`src/rtl/lin_mode_pkg.sv`:
```
package lin_mode_pkg;

    typedef enum logic [1:0] {
        MODE_FAILSAFE = 2'b00,
        MODE_NORMAL   = 2'b01,
        MODE_SILENT   = 2'b10,
        MODE_SLEEP    = 2'b11
    } lin_mode_e;

endpackage

```
`src/rtl/lin_sync.sv`:
```
module lin_sync #(
    parameter int              WIDTH     = 1,
    parameter int              STAGES    = 2,
    parameter logic [WIDTH-1:0] RESET_VAL = '0
) (
    input  logic             clk,
    input  logic             rst_n,
    input  logic [WIDTH-1:0] d_i,
    output logic [WIDTH-1:0] q_o
);

    logic [STAGES-1:0][WIDTH-1:0] pipe_q;

    always_ff @(posedge clk or negedge rst_n) begin
        if (!rst_n) begin
            for (int s = 0; s < STAGES; s++) begin
                pipe_q[s] <= RESET_VAL;
            end
        end else begin
            pipe_q[0] <= d_i;
            for (int s = 1; s < STAGES; s++) begin
                pipe_q[s] <= pipe_q[s-1];
            end
        end
    end

    assign q_o = pipe_q[STAGES-1];

endmodule

```
`src/rtl/lin_dom_guard.sv`:
```
module lin_dom_guard #(
    parameter int LIMIT = 20000
) (
    input  logic clk,
    input  logic rst_n,
    input  logic tick_i,
    input  logic txd_i,
    output logic timeout_o
);

    localparam int CW = $clog2(LIMIT + 1);

    logic [CW-1:0] low_cnt_q;
    logic          timeout_q;

    // Counts microsecond ticks while the transmit pin is low; the tick that
    // arrives with the count already at LIMIT marks the overrun.
    always_ff @(posedge clk or negedge rst_n) begin
        if (!rst_n) begin
            low_cnt_q <= '0;
            timeout_q <= 1'b0;
        end else if (txd_i) begin
            low_cnt_q <= '0;
            timeout_q <= 1'b0;
        end else if (tick_i) begin
            if (low_cnt_q == CW'(LIMIT)) begin
                timeout_q <= 1'b1;
            end else begin
                low_cnt_q <= low_cnt_q + 1'b1;
            end
        end
    end

    assign timeout_o = timeout_q;

endmodule

```
`src/rtl/lin_mode_fsm.sv`:
```
module lin_mode_fsm
    import lin_mode_pkg::*;
(
    input  logic      clk,
    input  logic      rst_n,
    input  logic      en_i,
    input  logic      wd_rst_n_i,
    input  logic      wake_rise_i,
    input  logic      txd_i,
    output lin_mode_e mode_o,
    output logic      xcvr_en_o,
    output logic      inh_o
);

    lin_mode_e state_q;
    lin_mode_e state_d;

    // State register
    always_ff @(posedge clk or negedge rst_n) begin
        if (!rst_n) begin
            state_q <= MODE_FAILSAFE;
        end else begin
            state_q <= state_d;
        end
    end

    // Transition logic
    always_comb begin
        state_d = state_q;
        if (!wd_rst_n_i) begin
            state_d = MODE_FAILSAFE;
        end else begin
            unique case (state_q)
                MODE_FAILSAFE: begin
                    if (en_i) state_d = MODE_NORMAL;
                end
                MODE_NORMAL: begin
                    if (!en_i) state_d = txd_i ? MODE_SLEEP : MODE_SILENT;
                end
                MODE_SILENT,
                MODE_SLEEP: begin
                    if (wake_rise_i) state_d = MODE_FAILSAFE;
                end
                default: state_d = MODE_FAILSAFE;
            endcase
        end
    end

    // Outputs
    always_comb begin
        xcvr_en_o = 1'b0;
        inh_o     = 1'b0;
        unique case (state_q)
            MODE_FAILSAFE: begin
                xcvr_en_o = 1'b0;
                inh_o     = 1'b1;
            end
            MODE_NORMAL: begin
                xcvr_en_o = 1'b1;
                inh_o     = 1'b1;
            end
            MODE_SILENT,
            MODE_SLEEP: begin
                xcvr_en_o = 1'b0;
                inh_o     = 1'b0;
            end
            default: begin
                xcvr_en_o = 1'b0;
                inh_o     = 1'b0;
            end
        endcase
    end

    assign mode_o = state_q;

endmodule

```
`src/rtl/lin_mode_ctrl.sv`:
```
module lin_mode_ctrl
    import lin_mode_pkg::*;
#(
    parameter int SYNC_STAGES  = 2,
    parameter int DOM_LIMIT_US = 20000
) (
    input  logic       clk,
    input  logic       rst_n,
    input  logic       tick_1us,
    input  logic       en_pin,
    input  logic       wd_rst_n,
    input  logic       wake_pin,
    input  logic       txd_pin,
    input  logic       bus_level,
    output logic [1:0] mode,
    output logic       xcvr_en,
    output logic       inh,
    output logic       drv_dom,
    output logic       rxd_pin
);

    localparam int          NSYNC     = 3;
    localparam logic [NSYNC-1:0] SYNC_RST = 3'b100; // bus idles recessive

    logic [NSYNC-1:0] raw_in;
    logic [NSYNC-1:0] sync_in;
    logic             en_s;
    logic             wake_s;
    logic             bus_s;
    logic             wake_q;
    logic             wake_rise;
    logic             dom_timeout;
    lin_mode_e        mode_e;

    assign raw_in = {bus_level, wake_pin, en_pin};

    lin_sync #(
        .WIDTH    (NSYNC),
        .STAGES   (SYNC_STAGES),
        .RESET_VAL(SYNC_RST)
    ) u_sync (
        .clk  (clk),
        .rst_n(rst_n),
        .d_i  (raw_in),
        .q_o  (sync_in)
    );

    assign en_s   = sync_in[0];
    assign wake_s = sync_in[1];
    assign bus_s  = sync_in[2];

    always_ff @(posedge clk or negedge rst_n) begin
        if (!rst_n) begin
            wake_q <= 1'b0;
        end else begin
            wake_q <= wake_s;
        end
    end

    assign wake_rise = wake_s & ~wake_q;

    lin_mode_fsm u_fsm (
        .clk        (clk),
        .rst_n      (rst_n),
        .en_i       (en_s),
        .wd_rst_n_i (wd_rst_n),
        .wake_rise_i(wake_rise),
        .txd_i      (txd_pin),
        .mode_o     (mode_e),
        .xcvr_en_o  (xcvr_en),
        .inh_o      (inh)
    );

    lin_dom_guard #(
        .LIMIT(DOM_LIMIT_US)
    ) u_guard (
        .clk      (clk),
        .rst_n    (rst_n),
        .tick_i   (tick_1us),
        .txd_i    (txd_pin),
        .timeout_o(dom_timeout)
    );

    assign mode    = mode_e;
    assign drv_dom = xcvr_en & ~txd_pin & ~dom_timeout;
    assign rxd_pin = xcvr_en ? bus_s : 1'b1;

endmodule

```
`config.mk`:
```
export PLATFORM = sky130hd
export DESIGN_NAME = lin_mode_ctrl
export DESIGN_NICKNAME = d
export VERILOG_FILES = /design/src/rtl/lin_mode_pkg.sv /design/src/rtl/lin_sync.sv /design/src/rtl/lin_dom_guard.sv /design/src/rtl/lin_mode_fsm.sv /design/src/rtl/lin_mode_ctrl.sv
export SDC_FILE = /design/constraint.sdc
export NUM_CORES = 1
export LEC_CHECK = 0
export BUFFER_PORTS_ARGS = -buffer_cell sky130_fd_sc_hd__buf_2
export CAP_MARGIN = 40
export CORE_UTILIZATION = 50
export DETAILED_ROUTE_END_ITERATION = 10
export GPL_TIMING_DRIVEN = 0
export HOLD_SLACK_MARGIN = 0.03
export PLACE_DENSITY = 0.75
export SYNTH_ARGS = -nofsm -noshare
export SYNTH_HDL_FRONTEND = slang
export SYNTH_SLANG_ARGS = --single-unit
```
`constraint.sdc`:
```
create_clock -name clk -period 1.85 [get_ports clk]
set_input_delay 0.185 -clock clk [delete_from_list [all_inputs] [get_ports clk]]
set_output_delay 0.185 -clock clk [all_outputs]
set_load 0.01 [all_outputs]
```
# [After elaboration in Yosys (flattened, before gate mapping)]
# Cells that the tools add are included.
[word_totals] regBits=25 inputBits=8 output_inout_bits=6
[classes] n_addsub=1 eq_ne=8 n_mux=15 bitwise=6 reduce_logical=9
[ops] cell="two-way mux 15 bit" count=3
[ops] cell="adder 15 x 1 -> 15 bit (second input constant)" count=1
[ops] cell="equality test 15 bit (second input constant)" count=1
[ops] cell="two-way mux 2 bit" count=4
[ops] cell="inequality test 3 bit (second input constant)" count=2
[ops] cell="one-hot mux 2 bit (3 select lines)" count=1
[ops] cell="two-way mux 1 bit" count=5
[ops] cell="equality test 2 bit (second input constant)" count=2
[ops] cell="one-hot mux 1 bit (2 select lines)" count=2
[ops] cell="AND reduction 2 bit" count=2
[ops] cell="nonzero test 2 bit" count=2
[ops] cell="OR reduction 2 bit" count=2
[ops] cell="bitwise AND 1 bit" count=3
[ops] cell="inequality test 3 x 2 -> 1 bit (second input constant)" count=1
[ops] cell="inverter 1 bit" count=3
[ops] cell="AND reduction 3 bit" count=1
[ops] cell="OR reduction 3 bit" count=1
[ops] cell="equality test 2 x 1 -> 1 bit (second input constant)" count=1
[ops] cell="zero test 2 bit" count=1
[ops] cell="inequality test 2 bit (second input constant)" count=1

# [Logic depth before layout (Yosys ltp)]
# Gate-level depths: netlist (run 1).
[depth] ltp_word=5 mapped_depth=6

# [By module]
# Synthesis (run 1) repeated with hierarchy kept, for this count alone.
[unflattened] hier_cells=115 area_unflattened_um2=1213.7
[modules_own_cells] module="lin_dom_guard" instances=1 cells_each=91 area_per_inst_um2=879.6
[modules_own_cells] module="lin_sync" instances=1 cells_each=9 area_per_inst_um2=175.2
[modules_own_cells] module="lin_mode_fsm" instances=1 cells_each=11 area_per_inst_um2=108.9
[modules_own_cells] module="lin_mode_ctrl" instances=1 cells_each=4 area_per_inst_um2=50.0

# [Worst setup path before layout (run 1)]
# OpenSTA, ideal clock, no wires.
[synth_path] path_type="flip-flop to flip-flop" start="register u_guard.low_cnt_q[1]" end="register u_guard.low_cnt_q[12]" setup_ns=0.125 arrival_ns=1.720 t_required_ns=1.725 setup_slack_ns=0.005 path_stages_with_launch=6 path_cell_list="dfrtp_1 ha_1 nand2_1 or4b_2 nor2_1 mux2_2"
[synth_via] elab_chain_len=4 word_cells_on_any_way=7
[synth_lines] item="from (decl)" line_no="lin_dom_guard.sv:13" source="logic [CW-1:0] low_cnt_q;"
[synth_lines] item="from (signal assigned)" line_no="lin_dom_guard.sv:29" source="low_cnt_q <= low_cnt_q + 1'b1;"
[synth_lines] item="adder 15 x 1 -> 15 bit" line_no="lin_dom_guard.sv:29"
[synth_lines] item="two-way mux 15 bit" line_no="lin_dom_guard.sv:26" source="if (low_cnt_q == CW'(LIMIT)) begin"
[synth_lines] item="two-way mux 15 bit" line_no="lin_dom_guard.sv:25" source="end else if (tick_i) begin"
[synth_lines] item="two-way mux 15 bit" line_no="lin_dom_guard.sv:22" source="end else if (txd_i) begin"
# Several ways; a longest one is shown, not always the timed one. The select of a mux whose other input is x is not followed.
# A chain may end at the register's enable or synchronous reset.

# [Final worst setup path (run 1)]
[layout_path] start="register u_guard.low_cnt_q[7]" end="register u_guard.low_cnt_q[1]"
[layout_via] elab_chain_len=3
[layout_lines] item="equality test 15 bit" line_no="lin_dom_guard.sv:26"
[layout_lines] item="inequality test 2 bit (no source line)"
[layout_lines] item="AND reduction 2 bit (no source line)"
# Every way passes these cells.

==> results by group, run 1 <==
Pwr
  – Pwr dens: 654 mW/mm^2
  – LEAKAGE: 0.000627 uW
  – Worst VDD drop: 0.000594 V
  – Tot Pwr: 902 uW

Timing
  – Final WS setup: 0.0399 ns
  – Unrepaired setup endpoints after global routing: false
  – Final Skew: 0.00140 ns
  – Final Hold Viols: 0
  – Max Clock Freq: 552 MHz
  – Min cycle time layout: 1.81 ns
  – Fin. max-slew vios: 0
  – Slew headroom: 63.0%
  – # setup viols final: 0
  – Tightest Pin Transition: 0.555 ns
  – Final cycle utilization of the critical path: 97.8%

Synth
  – Yosys top cell by area: dfrtp_1
  – Top post-synthesis cells by area: dfrtp_1 (49%), dfstp_2 (4.5%), nor2_1 (4.5%)
  – Post-synthesis register bit count: 25
  – Syn_nets: 120
  – Post-synthesis cell area: 0.00117 sq mm
  – Synth Area per Inst: 10.6 sq um
  – Top-area cell type share of the netlist area: 49.4%
  – Yosys cell types: 36
  – Ys Warns: 0
  – Sequential fraction of the synthesis area: 53.9%
  – Synthesized netlist cell count: 110

GRT
  – First-pass GRT wire length: 3.77 mm
  – Vias in the first global route: 834
  – Largest net degree at the start of global routing: 26
  – Grt peak-use layer: met2
  – M3 GR Usage: 3.64%
  – GRT Total Usage: 20.7%
  – Met1 layer usage reported by global route: 26.1%
  – Met2 Usage GRT: 33.6%
  – Total grt overflow: 0
  – Initial antenna violation count: 0

Die
  – Starting Density: 52.7%
  – Die ar.: 0.00253 sq mm
  – Chip height: 50.3 um
  – Core ar.: 0.00221 sq mm
  – Ports: 14
  – Die X: 50.3 um
  – Row count: 17

Critical path
  – Worst setup SP type: flop
  – Critical path, cell by cell: or4_4, o41ai_4, mux2i_1, nor2_1
  – Kind of critical path: flop to flop
  – Worst path arrival time: 2.03 ns
  – Critical-path maximum fanout: 4
  – Reg2reg path depth: 4
  – Slowest cell delay on critical path: 0.57 ns
  – Critical path required time: 2.07 ns
  – Slowest stage cell, crit path: or4_4
  – Endpoint type of the worst setup path: flop

Placement
  – Port Buf Inserts: 12
  – Hpwl dp: 1.60 mm
  – Place WS: -0.139 ns
  – GPL Wtd Cong: 0.796

Clocking
  – CTS root buf: clkbuf_4
  – CTS tree: done
  – Clock transition at path regs: 0.13 ns
  – Clock Path Buffers: 2
  – Num CTS Buffers: 3
  – CTS HTree Levels: 1
  – CTS Sinks: 25
  – Clock Latency Late Sink: 0.32 ns

Detailed routing
  – 1st-iter DRT viols: 16
  – Via count: 888
  – Antenna Violating Nets Remaining: 0
  – Wirelength, routed: 2.32 mm
  – Pre-Repair DR Iteration Count: 4
  – Drt drc: 0
  – DR WL/cell: 14.2 um
  – Via density: 5.45

Min path
  – Hold Crit Class: input pin to flop
  – Hold path depth: 2

Finish
  – Fraction of layout cells with a size suffix above 1: 25.9%
  – Most frequent cells in the layout: dfrtp_1 (21), buf_2 (13), nor2_1 (13), nand2_1 (7), nand3_1 (7)
  – Synth-to-layout area growth: 18.2%
  – Antenna diodes: 0
  – Filler Cell Count: 180
  – Commonest non-fill, non-tap cell in the layout: dfrtp_1
  – # nets final: 146

Run status
  – Status: completed

Flow run
  – Total of max-cap violations: 0
kinds of logic after synthesis:
group	synth area share [%]
AND/OR/NAND/NOR	23.2
flip-flops	53.9
AO/OA/AOI/OAI	8.58
XOR/XNOR	6.76
buffers and inverters	3.65
multiplexers	1.82
adder cells (fa/ha/maj)	2.15
through the flow:
| stage | TNS, ns | hold slack [ns] | area, sq um | utilization, % | instances |
|---|---|---|---|---|---|
| floorplan | 0 | -0.111 | 1170 | - | 110 |
| global placement | -0.0987 | 0.195 | 1260 | 57.0 | 150 |
| detailed placement | -0.139 | 0.209 | 1260 | 57.0 | 150 |
| global route | 0 | 0.0339 | 1380 | 62.3 | 163 |
| finish | 0 | 0.0537 | 1380 | 62.3 | 163 |
| CTS | 0 | 0.0449 | 1350 | 61.0 | 160 |
final timing paths:
check / startpoint / to / slack (ns)
max: u_guard.low_cnt_q[7] / u_guard.low_cnt_q[1] / 0.04
min: txd_pin / u_guard.low_cnt_q[13] / 0.05
max reg2reg: u_guard.low_cnt_q[7] / u_guard.low_cnt_q[1] / 0.04
min reg2reg: u_sync.pipe_q[0] / u_sync.q_o[0] / 0.37
max in group asynchronous: rst_n / u_guard.low_cnt_q[6] / 1.09
min in group asynchronous: rst_n / wake_q / 0.37
power by group:
group	switching, uW	internal, uW	total [uW]
Clock	161	81.0	242
Combinational	49.1	38.9	87.9
Sequential	8.69	563	572
cells in the mapped netlist:
| cell type | instances |
|---|---|
| a21boi_0 | 1 |
| nand4b_1 | 1 |
| nand4_1 | 2 |
| nor4_1 | 2 |
| or4_4 | 1 |
| xnor2_1 | 4 |
| inv_1 | 6 |
| or4b_1 | 1 |
| nand2b_1 | 1 |
| o31ai_1 | 3 |
| buf_6 | 1 |
| or2_1 | 1 |
| ha_1 | 2 |
| o21a_1 | 1 |
| mux2i_1 | 1 |
| or4b_2 | 1 |
| dfstp_2 | 2 |
| and3_2 | 1 |
| nand3_1 | 7 |
| dfrtp_1 | 23 |
| nor3_1 | 2 |
| o21ai_0 | 1 |
| and2_1 | 1 |
| mux2_2 | 1 |
| clkbuf_1 | 1 |
| or4_1 | 3 |
| nor2_1 | 14 |
| and2_2 | 1 |
| buf_2 | 1 |
| nor2b_1 | 2 |
| a21oi_1 | 6 |
| nand2_1 | 7 |
| and3_1 | 1 |
| xor2_1 | 5 |
| or3_1 | 1 |
| o41ai_4 | 1 |
repair_timing:
item                                    CTS  global route
hold endpoints to repair                 26             0
endpoints found under the setup margin    1             1
hold buffers                              4             0
buffers inserted                          2             3
gates resized for setup                   2             3
pin swaps                                 0             1
critical path, delay by kind of cell, from the launching register on:
family | cells | cell delay, ns
compound gates | 1 | 0.43
simple gates | 2 | 0.62
flops | 1 | 0.44
mux | 1 | 0.22
final cells by class:
class                      instances  area [sq um]  area share (%)
tap                               28          35.0            2.54
inverter                           6          22.5            1.63
clock inverter                     1          5.00           0.363
sequential                        25           631            45.7
clock buffer                       3          22.5            1.63
timing repair buffer              21           138            9.98
multi-input combinational         76           505            36.7
buffer                             3          20.0            1.45
metal layers:
metal  part of all wire [%]  vias up
met2                     52       11
met1                     44      440
met3                    2.4        4
met4                    2.1        0
li1                       -      433
met5                      0        -
state kept, by name, indices dropped and copies added, names as in the netlist:
| signal | flops |
|---|---|
| u_guard.timeout_o | 1 |
| u_fsm.mode_o | 2 |
| u_sync.pipe_q | 3 |
| u_guard.low_cnt_q | 15 |
| u_sync.q_o | 3 |
| wake_q | 1 |
No activity file was read; power rests on OpenSTA's default activity.
==> run 2: changes to the inputs <==
- BUFFER_PORTS_ARGS: -buffer_cell sky130_fd_sc_hd__buf_2 -> -buffer_cell sky130_fd_sc_hd__buf_4
- CELL_PAD_IN_SITES_DETAIL_PLACEMENT: unset -> 1
- CELL_PAD_IN_SITES_GLOBAL_PLACEMENT: unset -> 2
- CORE_UTILIZATION: 50 -> 32
- PLACE_DENSITY: 0.75 -> 0.74
==> results by group, run 2 (synthesis gave the netlist of run 1 again) <==
Timing
  – Final Skew: 0.0131 ns
  – Tightest Pin Transition: 0.326 ns
  – Max Clock Freq: 546 MHz
  – Final cycle utilization of the critical path: 99.0%
  – Setup tns final: 0 ns
  – Final Hold Viols: 0
  – # setup viols final: 0
  – Min cycle time layout: 1.83 ns
  – Fin. max-slew vios: 0
  – Slew headroom: 78.1%
  – Unrepaired setup endpoints after global routing: true

Placement
  – Port Buf Inserts: 12
  – Hpwl dp: 1.83 mm
  – Placed Instances: 168
  – DP Area: 0.00131 sq mm
  – GPL Wtd Cong: 0.824

Finish
  – Fraction of layout cells with a size suffix above 1: 25.9%
  – Commonest non-fill, non-tap cell in the layout: dfrtp_1
  – # nets final: 146
  – Synth-to-layout area growth: 23.4%
  – Most frequent cells in the layout: dfrtp_1 (20), buf_4 (17), nor2_1 (13), nand2_1 (7), nand3_1 (7)
  – Non-Filler Instances: 181
  – Antenna diodes: 0
  – Finished layout cell area: 0.00144 sq mm
  – Largest register FFs: 15
  – Reg with most FFs: u_guard.low_cnt_q

Detailed routing
  – Via count: 887
  – Antenna Violating Nets Remaining: 0
  – Pre-Repair DR Iteration Count: 4
  – Via density: 4.90
  – Drt drc: 0
  – 1st-iter DRT viols: 46
  – Wirelength, routed: 2.64 mm
  – DR WL/cell: 14.6 um

Clocking
  – CTS HTree Levels: 1
  – Clock transition at path regs: 0.16 ns
  – Clock Latency Late Sink: 0.33 ns
  – CTS root buf: clkbuf_4
  – Clock Path Buffers: 2
  – CTS tree: done
  – Num CTS Buffers: 3
  – CTS Sinks: 25

GRT
  – Initial antenna violation count: 0
  – Vias in the first global route: 952
  – GRT Total Usage: 16.0%
  – Largest net degree at the start of global routing: 26
  – First-pass GRT wire length: 4.82 mm
  – Total grt overflow: 0

Critical path
  – Worst setup SP type: flop
  – Critical-path maximum fanout: 5
  – Register-to-register setup slack: 0.02 ns
  – Critical path required time: 2.09 ns
  – Worst path arrival time: 2.07 ns
  – Endpoint type of the worst setup path: flop
  – Kind of critical path: flop to flop

Pwr
  – Pwr dens: 655 mW/mm^2
  – Tot Pwr: 943 uW
  – Worst VDD drop: 0.000412 V
  – LEAKAGE: 0.000635 uW

Die
  – Starting Density: 34.1%
  – Row count: 21
  – Die X: 62.4 um
  – Die ar.: 0.00389 sq mm
  – Ports: 14
  – Chip height: 62.4 um
  – Core ar.: 0.00342 sq mm

Run status
  – Status: completed

Min path
  – Hold Crit Class: input pin to flop

Flow run
  – Total of max-cap violations: 0
==> run 2: cell count changes in the layout (fill, tap and decap cells not counted), sizes merged <==
| cell | delta |
|---|---|
| dlygate4sd3 | +1 |
| inv | +1 |
| clkinv | -1 |
| clkbuf | -1 |
==> run 2: through the flow <==
| step | setup WS (ns) | hold slack (ns) | util (%) |
|---|---|---|---|
| final | 0.0178 | 0.0755 | 42.1 |
| after CTS | 0.00227 | 0.0608 | 41.4 |
| after floorplan | 0.00537 | -0.111 | - |
| after global routing | -0.0594 | 0.0661 | 42.1 |
| after detailed placement | -0.155 | 0.114 | 38.5 |
| after global placement | -0.104 | 0.107 | 38.5 |
==> run 2: per-layer routing <==
layer  wire (um)  vias to the layer above  GRT usage, %
li1            -                      431             -
met1        1290                      449          22.4
met2        1290                        5          24.9
met3          42                        2          3.86
met4          18                        0          3.49
met5           0                        -             0
==> run 2: final cells by class <==
type	count	area, sq um
Buffer	2	16.3
Clock buffer	3	22.5
Clock inverter	1	8.76
Fill cell	408	1980
Inverter	6	22.5
Multi-Input combinational cell	76	502
Sequential cell	25	632
Tap cell	46	57.6
Timing Repair Buffer	22	178
==> run 2: worst max-delay path: stages (launching register included) <==
cell,delay (ns)
dfrtp_2,0.47
or4b_1,0.58
o41ai_4,0.42
mux2i_1,0.22
nor2_1,0.05
==> run 2: report_power, final <==
group / internal (uW) / switching, uW
clock network: 88.1 / 181
registers: 563 / 8.27
logic: 49.1 / 53.0
==> run 2: repair_timing <==
action | CTS | global route
setup buffers | 2 | 3
resized for setup | 1 | 4
cloned | 0 | 0
hold buffers | 5 | 0
hold endpoints to repair | 30 | 0
pin swaps | 0 | 2
setup endpoints to repair | 1 | 5
==> run 2: worst paths after layout <==
path / endpoint / cells after the start / start
max in group asynchronous: u_sync.pipe_q[2] / 2 / rst_n
max: u_guard.low_cnt_q[1] / 4 / u_guard.low_cnt_q[6]
min reg2reg: u_sync.q_o[2] / 0 / u_sync.pipe_q[2]
min in group asynchronous: u_guard.low_cnt_q[9] / 2 / rst_n
min: u_fsm.mode_o[1] / 2 / wd_rst_n
max reg2reg: u_guard.low_cnt_q[1] / 4 / u_guard.low_cnt_q[6]
